<file path="src/rtl/pll_mode_pkg.sv">
// Package: mode encoding shared by the controller, its submodules and checker.
// Assumes the 2-bit codes are decoded outside the block, so their values are fixed.
package pll_mode_pkg;

    typedef enum logic [1:0] {
        MODE_FREE = 2'b00,
        MODE_ACQ  = 2'b01,
        MODE_LOCK = 2'b10,
        MODE_HOLD = 2'b11
    } pll_mode_e;

endpackage

</file>
<file path="src/rtl/pll_ref_select.sv">
// Reference validity reduction: reports whether any input is valid and whether
// the selected input is valid. Assumes in_valid is already synchronous to clk.
// An index beyond N_IN-1 counts as an invalid selection.
module pll_ref_select #(
    parameter int N_IN  = 4,
    parameter int SEL_W = 2
) (
    input  logic [N_IN-1:0]  in_valid,
    input  logic [SEL_W-1:0] sel_idx,
    output logic             any_valid,
    output logic             sel_valid
);

    logic [N_IN-1:0] match_vec;

    // One match term per input: that input is valid and it is the selected one.
    for (genvar g = 0; g < N_IN; g++) begin : g_match
        assign match_vec[g] = in_valid[g] && (sel_idx == SEL_W'(g));
    end

    // Reduce the per-input terms to the two flags.
    always_comb begin
        any_valid = |in_valid;
        sel_valid = |match_vec;
    end

endmodule

</file>
<file path="src/rtl/pll_lock_qual.sv">
// Lock qualification counter: counts consecutive good cycles while enabled and
// flags the cycle that completes the programmed run. A qual_len of 0 is taken
// as 1. The count restarts on any cycle that is not good or not enabled.
module pll_lock_qual #(
    parameter int CNT_W = 8
) (
    input  logic             clk,
    input  logic             rst_n,
    input  logic             enable,
    input  logic             good,
    input  logic [CNT_W-1:0] qual_len,
    output logic             done
);

    localparam int EXT_W = CNT_W + 1;

    logic [CNT_W-1:0] run_cnt;
    logic [EXT_W-1:0] target;
    logic [EXT_W-1:0] run_next;

    // Effective target length and the count this cycle would reach.
    always_comb begin
        target   = (qual_len == '0) ? EXT_W'(1) : {1'b0, qual_len};
        run_next = {1'b0, run_cnt} + EXT_W'(1);
        done     = enable && good && (run_next >= target);
    end

    // Consecutive-cycle counter, cleared on a break or on completion.
    always_ff @(posedge clk) begin
        if (!rst_n) begin
            run_cnt <= '0;
        end else if (!enable || !good || done) begin
            run_cnt <= '0;
        end else begin
            run_cnt <= run_next[CNT_W-1:0];
        end
    end

endmodule

</file>
<file path="src/rtl/pll_mode_fsm.sv">
// Mode state machine: holds the current mode and computes the next one from
// init status, reference validity and qualified lock. Assumes qual_done is
// only raised while the state is acquisition.
module pll_mode_fsm
    import pll_mode_pkg::*;
(
    input  logic      clk,
    input  logic      rst_n,
    input  logic      init_done,
    input  logic      any_valid,
    input  logic      sel_valid,
    input  logic      lock_det,
    input  logic      qual_done,
    output pll_mode_e mode_q,
    output pll_mode_e mode_d
);

    // Next-mode selection; loss of initialization overrides everything.
    always_comb begin
        mode_d = mode_q;
        if (!init_done) begin
            mode_d = MODE_FREE;
        end else begin
            unique case (mode_q)
                MODE_FREE: if (any_valid) mode_d = MODE_ACQ;
                MODE_ACQ: begin
                    if (!any_valid)     mode_d = MODE_FREE;
                    else if (qual_done) mode_d = MODE_LOCK;
                end
                MODE_LOCK: begin
                    if (!any_valid)                  mode_d = MODE_HOLD;
                    else if (!lock_det || !sel_valid) mode_d = MODE_ACQ;
                end
                MODE_HOLD: if (any_valid) mode_d = MODE_ACQ;
                default: mode_d = MODE_FREE;
            endcase
        end
    end

    // Mode register.
    always_ff @(posedge clk) begin
        if (!rst_n) mode_q <= MODE_FREE;
        else        mode_q <= mode_d;
    end

endmodule

</file>
<file path="src/rtl/pll_mode_outs.sv">
// Output stage: registers the bandwidth select and both loss-of-lock flags from
// the next mode, so they change on the same edge as the mode register.
module pll_mode_outs
    import pll_mode_pkg::*;
(
    input  logic      clk,
    input  logic      rst_n,
    input  pll_mode_e mode_d,
    input  logic      fastlock_en,
    output logic      bw_fast_q,
    output logic      lol_pin_q,
    output logic      lol_bit_q
);

    // Registered status derived from the upcoming mode.
    always_ff @(posedge clk) begin
        if (!rst_n) begin
            bw_fast_q <= 1'b0;
            lol_pin_q <= 1'b1;
            lol_bit_q <= 1'b1;
        end else begin
            bw_fast_q <= fastlock_en && (mode_d == MODE_ACQ);
            lol_pin_q <= (mode_d != MODE_LOCK);
            lol_bit_q <= (mode_d != MODE_LOCK);
        end
    end

endmodule

</file>
<file path="src/rtl/pll_mode_ctrl.sv">
// Top of the PLL mode controller: ties together reference selection, lock
// qualification, the mode state machine and the output register stage.
// Assumes every input is synchronous to clk.
module pll_mode_ctrl
    import pll_mode_pkg::*;
#(
    parameter int N_IN  = 4,
    parameter int CNT_W = 8,
    localparam int SEL_W = (N_IN > 1) ? $clog2(N_IN) : 1
) (
    input  logic             clk,
    input  logic             rst_n,
    input  logic             init_done,
    input  logic [N_IN-1:0]  in_valid,
    input  logic [SEL_W-1:0] sel_idx,
    input  logic             lock_det,
    input  logic             fastlock_en,
    input  logic [CNT_W-1:0] qual_len,
    output logic [1:0]       mode_o,
    output logic             bw_fast_o,
    output logic             lol_pin_o,
    output logic             lol_bit_o
);

    logic      any_valid;
    logic      sel_valid;
    logic      qual_done;
    logic      qual_en;
    pll_mode_e mode_q;
    pll_mode_e mode_d;

    pll_ref_select #(.N_IN(N_IN), .SEL_W(SEL_W)) i_ref_select (
        .in_valid  (in_valid),
        .sel_idx   (sel_idx),
        .any_valid (any_valid),
        .sel_valid (sel_valid)
    );

    // Qualification runs only during acquisition with initialization complete.
    always_comb qual_en = (mode_q == MODE_ACQ) && init_done && any_valid;

    pll_lock_qual #(.CNT_W(CNT_W)) i_lock_qual (
        .clk      (clk),
        .rst_n    (rst_n),
        .enable   (qual_en),
        .good     (lock_det && sel_valid),
        .qual_len (qual_len),
        .done     (qual_done)
    );

    pll_mode_fsm i_mode_fsm (
        .clk       (clk),
        .rst_n     (rst_n),
        .init_done (init_done),
        .any_valid (any_valid),
        .sel_valid (sel_valid),
        .lock_det  (lock_det),
        .qual_done (qual_done),
        .mode_q    (mode_q),
        .mode_d    (mode_d)
    );

    pll_mode_outs i_mode_outs (
        .clk         (clk),
        .rst_n       (rst_n),
        .mode_d      (mode_d),
        .fastlock_en (fastlock_en),
        .bw_fast_q   (bw_fast_o),
        .lol_pin_q   (lol_pin_o),
        .lol_bit_q   (lol_bit_o)
    );

    // Mode code on the port.
    always_comb mode_o = mode_q;

endmodule

</file>
<file path="config.mk">
export PLATFORM = sky130hd
export DESIGN_NAME = pll_mode_ctrl
export DESIGN_NICKNAME = d
export VERILOG_FILES = /design/src/rtl/pll_mode_pkg.sv /design/src/rtl/pll_ref_select.sv /design/src/rtl/pll_lock_qual.sv /design/src/rtl/pll_mode_fsm.sv /design/src/rtl/pll_mode_outs.sv /design/src/rtl/pll_mode_ctrl.sv
export SDC_FILE = /design/constraint.sdc
export NUM_CORES = 1
export LEC_CHECK = 0
export ABC_AREA = 1
export BUFFER_PORTS_ARGS = -buffer_cell sky130_fd_sc_hd__buf_2
export CORE_MARGIN = 2
export CORE_UTILIZATION = 55
export CTS_CLUSTER_DIAMETER = 50
export DETAILED_ROUTE_END_ITERATION = 12
export PLACE_DENSITY_LB_ADDON = 0.1
export RECOVER_POWER = 25
export SYNTH_ARGS = -nofsm -noshare
export SYNTH_HDL_FRONTEND = slang
export SYNTH_SLANG_ARGS = --single-unit
</file>
<file path="constraint.sdc">
create_clock -name clk -period 5.6 [get_ports clk]
set_input_delay 0.56 -clock clk [delete_from_list [all_inputs] [get_ports clk]]
set_output_delay 0.56 -clock clk [all_outputs]
set_load 0.02 [all_outputs]
</file>
---- Word level (Yosys, flattened, before mapping) ----
Index checks and enable logic that the tools add are counted.
word-level totals
  bits in registers ....................... 12
  bits of input ports ..................... 19
operators by class
  magnitude comparators ................... 1
  reduce and logical (&&, ||, !) cells .... 24
  eq/ne operators ......................... 8
  multiplexer cells ....................... 8
  bitwise gates (word level) .............. 1
  $add $sub $neg .......................... 1
operators by type and width
  operator               count
  $mux W2                6
  $logic_and A1 B1 Y1    10
  $add A8 B1 Y9 const B  1
  $ge A9 B9 Y1           1
  $eq A2 B2 Y1 const B   4
  $logic_not A8 Y1       1
  $mux W8                1
  $reduce_or A4 Y1       2
  $eq A2 B1 Y1 const B   3
  $pmux W2 S3            1
  $logic_not A1 Y1       4
  $logic_not A2 Y1       2
  $reduce_or A2 Y1       2
  $logic_or A1 B1 Y1     3
  $ne A2 B2 Y1 const B   1
  $not A1 Y1             1

---- Depth between registers and ports, before layout ----
  depth after elaboration ................. 12
  gate-level depth with buffers ........... 20
  depth with buffers taken out ............ 20

---- Cells and area by module ----
From an unflattened synthesis, not the netlist that was laid out.
second synthesis, totals
  cells, all modules ...................... 150
  area, all modules ....................... 962.2 sq um
by module, submodules not included
  module          cells an instance  area an instance (sq um)  sequential area each (sq um)  instances
  pll_lock_qual   85                 610.6                     160.2                         1
  pll_mode_fsm    36                 198.9                     40.0                          1
  pll_mode_outs   9                  70.1                      40.0                          1
  pll_ref_select  14                 57.6                      0.0                           1
  pll_mode_ctrl   6                  25.0                      0.0                           1

---- Least setup slack after synthesis ----
Ideal clock, no wire load.
  path kind ............................... input-to-reg
  start ................................... input port qual_len[1]
  end ..................................... register i_mode_fsm.mode_q[1]
  buffers on the path ..................... 0
  arrival ................................. 1.925 ns
  setup time .............................. 0.111 ns
  cell stages on the path ................. 17
  slack ................................... 3.564 ns
  cell sequence ........................... nor4_1 -> a41o_1 -> ha_1 -> inv_1 -> nand2_1 -> nand2_1 -> nand3_1 -> nand2_1 -> nand2_1 -> nand2_1 -> nand2_1 -> nand2_1 -> nand2_1 -> nand2_2 -> nand2_2 -> nand2_2 -> nor2_2
between the ends
  longest elaborated chain between the ends .. 8
ends and longest elaborated chain
  element                line                 RTL
  start, declared        pll_mode_ctrl.sv:18  input logic [CNT_W-1:0] qual_len,
  $logic_not A8 Y1       pll_lock_qual.sv:23  target = (qual_len == '0) ? EXT_W'(1) : {1'b0, qual_len};
  $mux W8 *              pll_lock_qual.sv:23
  $ge A9 B9 Y1 *         pll_lock_qual.sv:25  done = enable && good && (run_next >= target);
  $logic_and A1 B1 Y1 *  pll_lock_qual.sv:25
  $mux W2 *              pll_mode_fsm.sv:28   else if (qual_done) mode_d = MODE_LOCK;
  $mux W2 *              pll_mode_fsm.sv:27   if (!any_valid) mode_d = MODE_FREE;
  $pmux W2 S3 *          pll_mode_fsm.sv:24   unique case (mode_q)
  $mux W2 *              pll_mode_fsm.sv:21   if (!init_done) begin
  end signal, assigned   pll_mode_fsm.sv:43   else mode_q <= mode_d;
  end, declared          pll_mode_fsm.sv:14   output pll_mode_e mode_q,
Mark *: on every way between the ends. The rest lies on a longest branch, timed or not.
A chain may end at the register's enable or synchronous reset.

---- Worst setup path in the final report ----
  start ................................... register i_lock_qual.run_cnt[0]
  end ..................................... register i_mode_fsm.mode_q[0]
between the ends
  longest elaborated chain between the ends .. 7
ends and longest elaborated chain
  element                      line                 RTL
  start, declared              pll_lock_qual.sv:17  logic [CNT_W-1:0] run_cnt;
  start signal, assigned       pll_lock_qual.sv:35  run_cnt <= run_next[CNT_W-1:0];
  $add A8 B1 Y9                pll_lock_qual.sv:24  run_next = {1'b0, run_cnt} + EXT_W'(1);
  net i_lock_qual.run_next[4]  pll_lock_qual.sv:19  logic [EXT_W-1:0] run_next;
  $ge A9 B9 Y1                 pll_lock_qual.sv:25
  $logic_and A1 B1 Y1          pll_lock_qual.sv:25
  $mux W2                      pll_mode_fsm.sv:28
  $mux W2                      pll_mode_fsm.sv:27
  $pmux W2 S3                  pll_mode_fsm.sv:24
  $mux W2                      pll_mode_fsm.sv:21
The timed path passes the listed nets, and every way through them passes these cells.

==> metrics.md <==
| Metric | Value |
|---|---|
| Critical Path RT | `5.81 ns` |
| Top cell type's share of synthesized area | `25.7%` |
| Clock Sinks | `12` |
| Cells after DPL | `177` |
| TritonRoute pass-1 iters | `4` |
| Vias per std cell | `4.76` |
| Die area | `2050 um2` |
| Via count | `862` |
| Setup crit end kind | `flop` |
| Post-synthesis sequential area ratio | `25.7%` |
| Clock-pin slew on the worst setup and hold paths | `0.08 ns` |
| Cts hold-fix bufs | `0` |
| Slew Limit Fails | `0` |
| Share of cells above drive strength 1 | `24.8%` |
| Chip width | `45.2 um` |
| Initial antenna violation count | `0` |
| Slowest stage cell, crit path | `dfxtp_1` |
| Type of the worst setup path | `flop to flop` |
| Synth warnings | `0` |
| Vias in the first global route | `736` |
| CP Launch Type | `flop` |
| Most frequent cells in the layout | `31 x inv_1, 27 x nand2_1, 19 x buf_2` |
| Peak Freq | `0.451 GHz` |
| Power share of the sequential group | `46.8%` |
| Mean area per synthesized cell | `6.72 um2` |
| Endpoints failing hold | `0` |
| DRC | `0` |
| Total GRT Usage | `19.3%` |
| Cell repeated most along the worst path | `nand2_1` |
| Actual slew at the worst max-slew pin | `0.232 ns` |
| Slowest cell delay on critical path | `0.40 ns` |
| Initial DRC Count | `18` |
| First-pass GRT wire length | `2910 um` |
| Critical path data arrival time | `2.43 ns` |
| Area contributors post-synth | `dfxtp_1 26%, ha_1 15%, inv_1 12%, nand2_1 11%, nor2_1 5.6%` |
| Worst slew margin | `84.4%` |
| H-tree Lvls | `1` |
| Most common cell after layout, fill and taps aside | `inv_1` |
| Hold Crit Class | `flop to flop` |
| Num CTS Buffers | `3` |
| Core Footprint | `1540 um2` |
| Synthesized net count | `169` |
| Synth Instances | `139` |
| Port Buf Inserts | `23` |
| Largest net degree at the start of global routing | `9` |
| Antenna viol nets, final | `0` |
| Period utilization | `39.6%` |
| Setup TNS | `0 ns` |
| Mapped cell area | `935 um2` |
| Postcts setup bufs | `0` |
| Min Tclk post-route | `2.22 ns` |
| Leakage power | `0.602 nW` |
| Max-cap violation count | `0` |
| Worst vdd ir | `0.199 mV` |
| Bufs on Longest Clock Path | `2` |
| Clk root buf | `clkbuf_4` |
| IO Count | `24` |
| Worst skew pair latency | `0.27 ns` |
| Combinational share of power | `16.3%` |
| Overall power | `188 uW` |
| Final Setup Violations | `0` |
| Crit-path max FO | `4` |
| Finished Layout Cells | `181` |
| Switching part of the total | `26.1%` |
| Avg WL per Cell | `9.41 um` |
| Initial Utilization | `60.6%` |
| HPWL Detailed | `1480 um` |
| Clock share of power | `36.9%` |
| Internal power | `139 uW` |
| Clock skew | `0.00511 ns` |
| Core Rows | `14` |
| Diode count | `0` |
| CTS tree | `yes` |
| Area leader, netlist | `dfxtp_1` |
| Final net count | `196` |
| GPL Wtd Cong | `0.813` |
| PostCTS Resize Cnt | `0` |
| Net Sw Power | `48.9 uW` |
| Synth unique cells | `24` |
| Final Util | `70.9%` |
| Area delta synth->final | `17.0%` |
| Routed wire length | `1700 um` |
| Chip Height | `45.2 um` |
| PD cells | `172 nW/um2` |
| Status | `finished, final reports clean` |
| Seq cells post-synth | `12` |
| Total gr overflow | `0` |
| Critical path, cell by cell | `ha_1 -> nand2_2 -> nor2_4 -> xor2_1 -> ha_1 -> nand2_1 -> inv_1 -> nand2_1 -> nand3_1 -> nand2_1 -> nand2_1 -> nand2_1 -> nand2_1 -> nand2_1 -> nand2_1 -> nand2_1 -> nand2_1 -> nor2_1` |
| RSZ-0062 raised after global routing | `false` |
per-layer routing:
| metal | global-route usage, % | wire [um] | vias to the layer above |
|---|---|---|---|
| li1 | - | - | 481 |
| met1 | 25.2 | 850 | 364 |
| met2 | 32.3 | 777 | 17 |
| met4 | 1.76 | 0 | 0 |
| met3 | 6.00 | 76 | 0 |
| met5 | 0 | 0 | - |
cells in the mapped netlist, drive strengths merged:
master and n:
nand3b 1, a31oi 1, inv 36, dfxtp 12
nor3 1, ha 11, nor2 18, nand3 7
a41o 1, nor4 1, nand2 33, a21oi 4
nand4 4, xor2 4, or2 1, buf 1
o21ai 3
logic make-up (layout without fill, tap and decap cells):
| family | Yosys count | in the layout | share of synthesized area [%] |
|---|---|---|---|
| AO/OA/AOI/OAI | 9 | 9 | 5.89 |
| XOR/XNOR | 4 | 4 | 3.75 |
| adder cells (fa/ha/maj) | 11 | 11 | 14.7 |
| buffers and inverters | 37 | 63 | 15.3 |
| flip-flops | 12 | 12 | 25.7 |
| AND/OR/NAND/NOR | 66 | 66 | 34.7 |
cell type report:
cell class	instances	area, um2
fill	132	448
timing repair buffer	23	110
clock buffer	4	36.3
tap	16	20.0
inverter	36	135
multi-input combinational	90	552
sequential	12	240
worst max-delay path: cells and delay by family (launching register included):
kind          cells  cell delay [ns]
buf+inv           1             0.04
xor+xnor          1             0.21
fa+ha+maj         2             0.47
flops             1             0.40
simple gates     14             1.01
power by group through the flow:
stage,sequential (mW),combinational [mW],clock (mW)
after floorplan,0.0913,0.0179,0
after global placement,0.0897,0.0301,0
after detailed placement,0.0899,0.0309,0
after CTS,0.0878,0.0311,0.0707
after global routing,0.0880,0.0357,0.0753
final,0.0879,0.0306,0.0693
final timing paths:
kind | cells past startpoint | slack (ns) | end | startpoint
max | 18 | 3.38 | i_mode_fsm.mode_q[0] | i_lock_qual.run_cnt[0]
max reg2reg | 18 | 3.38 | i_mode_fsm.mode_q[0] | i_lock_qual.run_cnt[0]
min | 1 | 0.49 | i_lock_qual.run_cnt[0] | i_lock_qual.run_cnt[0]
min reg2reg | 1 | 0.49 | i_lock_qual.run_cnt[0] | i_lock_qual.run_cnt[0]
flip-flops by register name, summed over array words and instances, names as in the netlist:
| signal | count |
|---|---|
| i_lock_qual.run_cnt | 8 |
| i_mode_fsm.mode_q | 2 |
| i_mode_outs.bw_fast_q | 1 |
| i_mode_outs.lol_pin_q | 1 |
through the flow:
| step | hold slack, ns | cell area [um2] | setup slack [ns] |
|---|---|---|---|
| after floorplan | 0.433 | 935 | 3.56 |
| after global placement | 0.469 | 1060 | 3.36 |
| after detailed placement | 0.487 | 1060 | 3.33 |
| after CTS | 0.506 | 1100 | 3.36 |
| after global routing | 0.515 | 1090 | 3.12 |
| final | 0.491 | 1090 | 3.38 |
(Power assumes the default switching activity.)
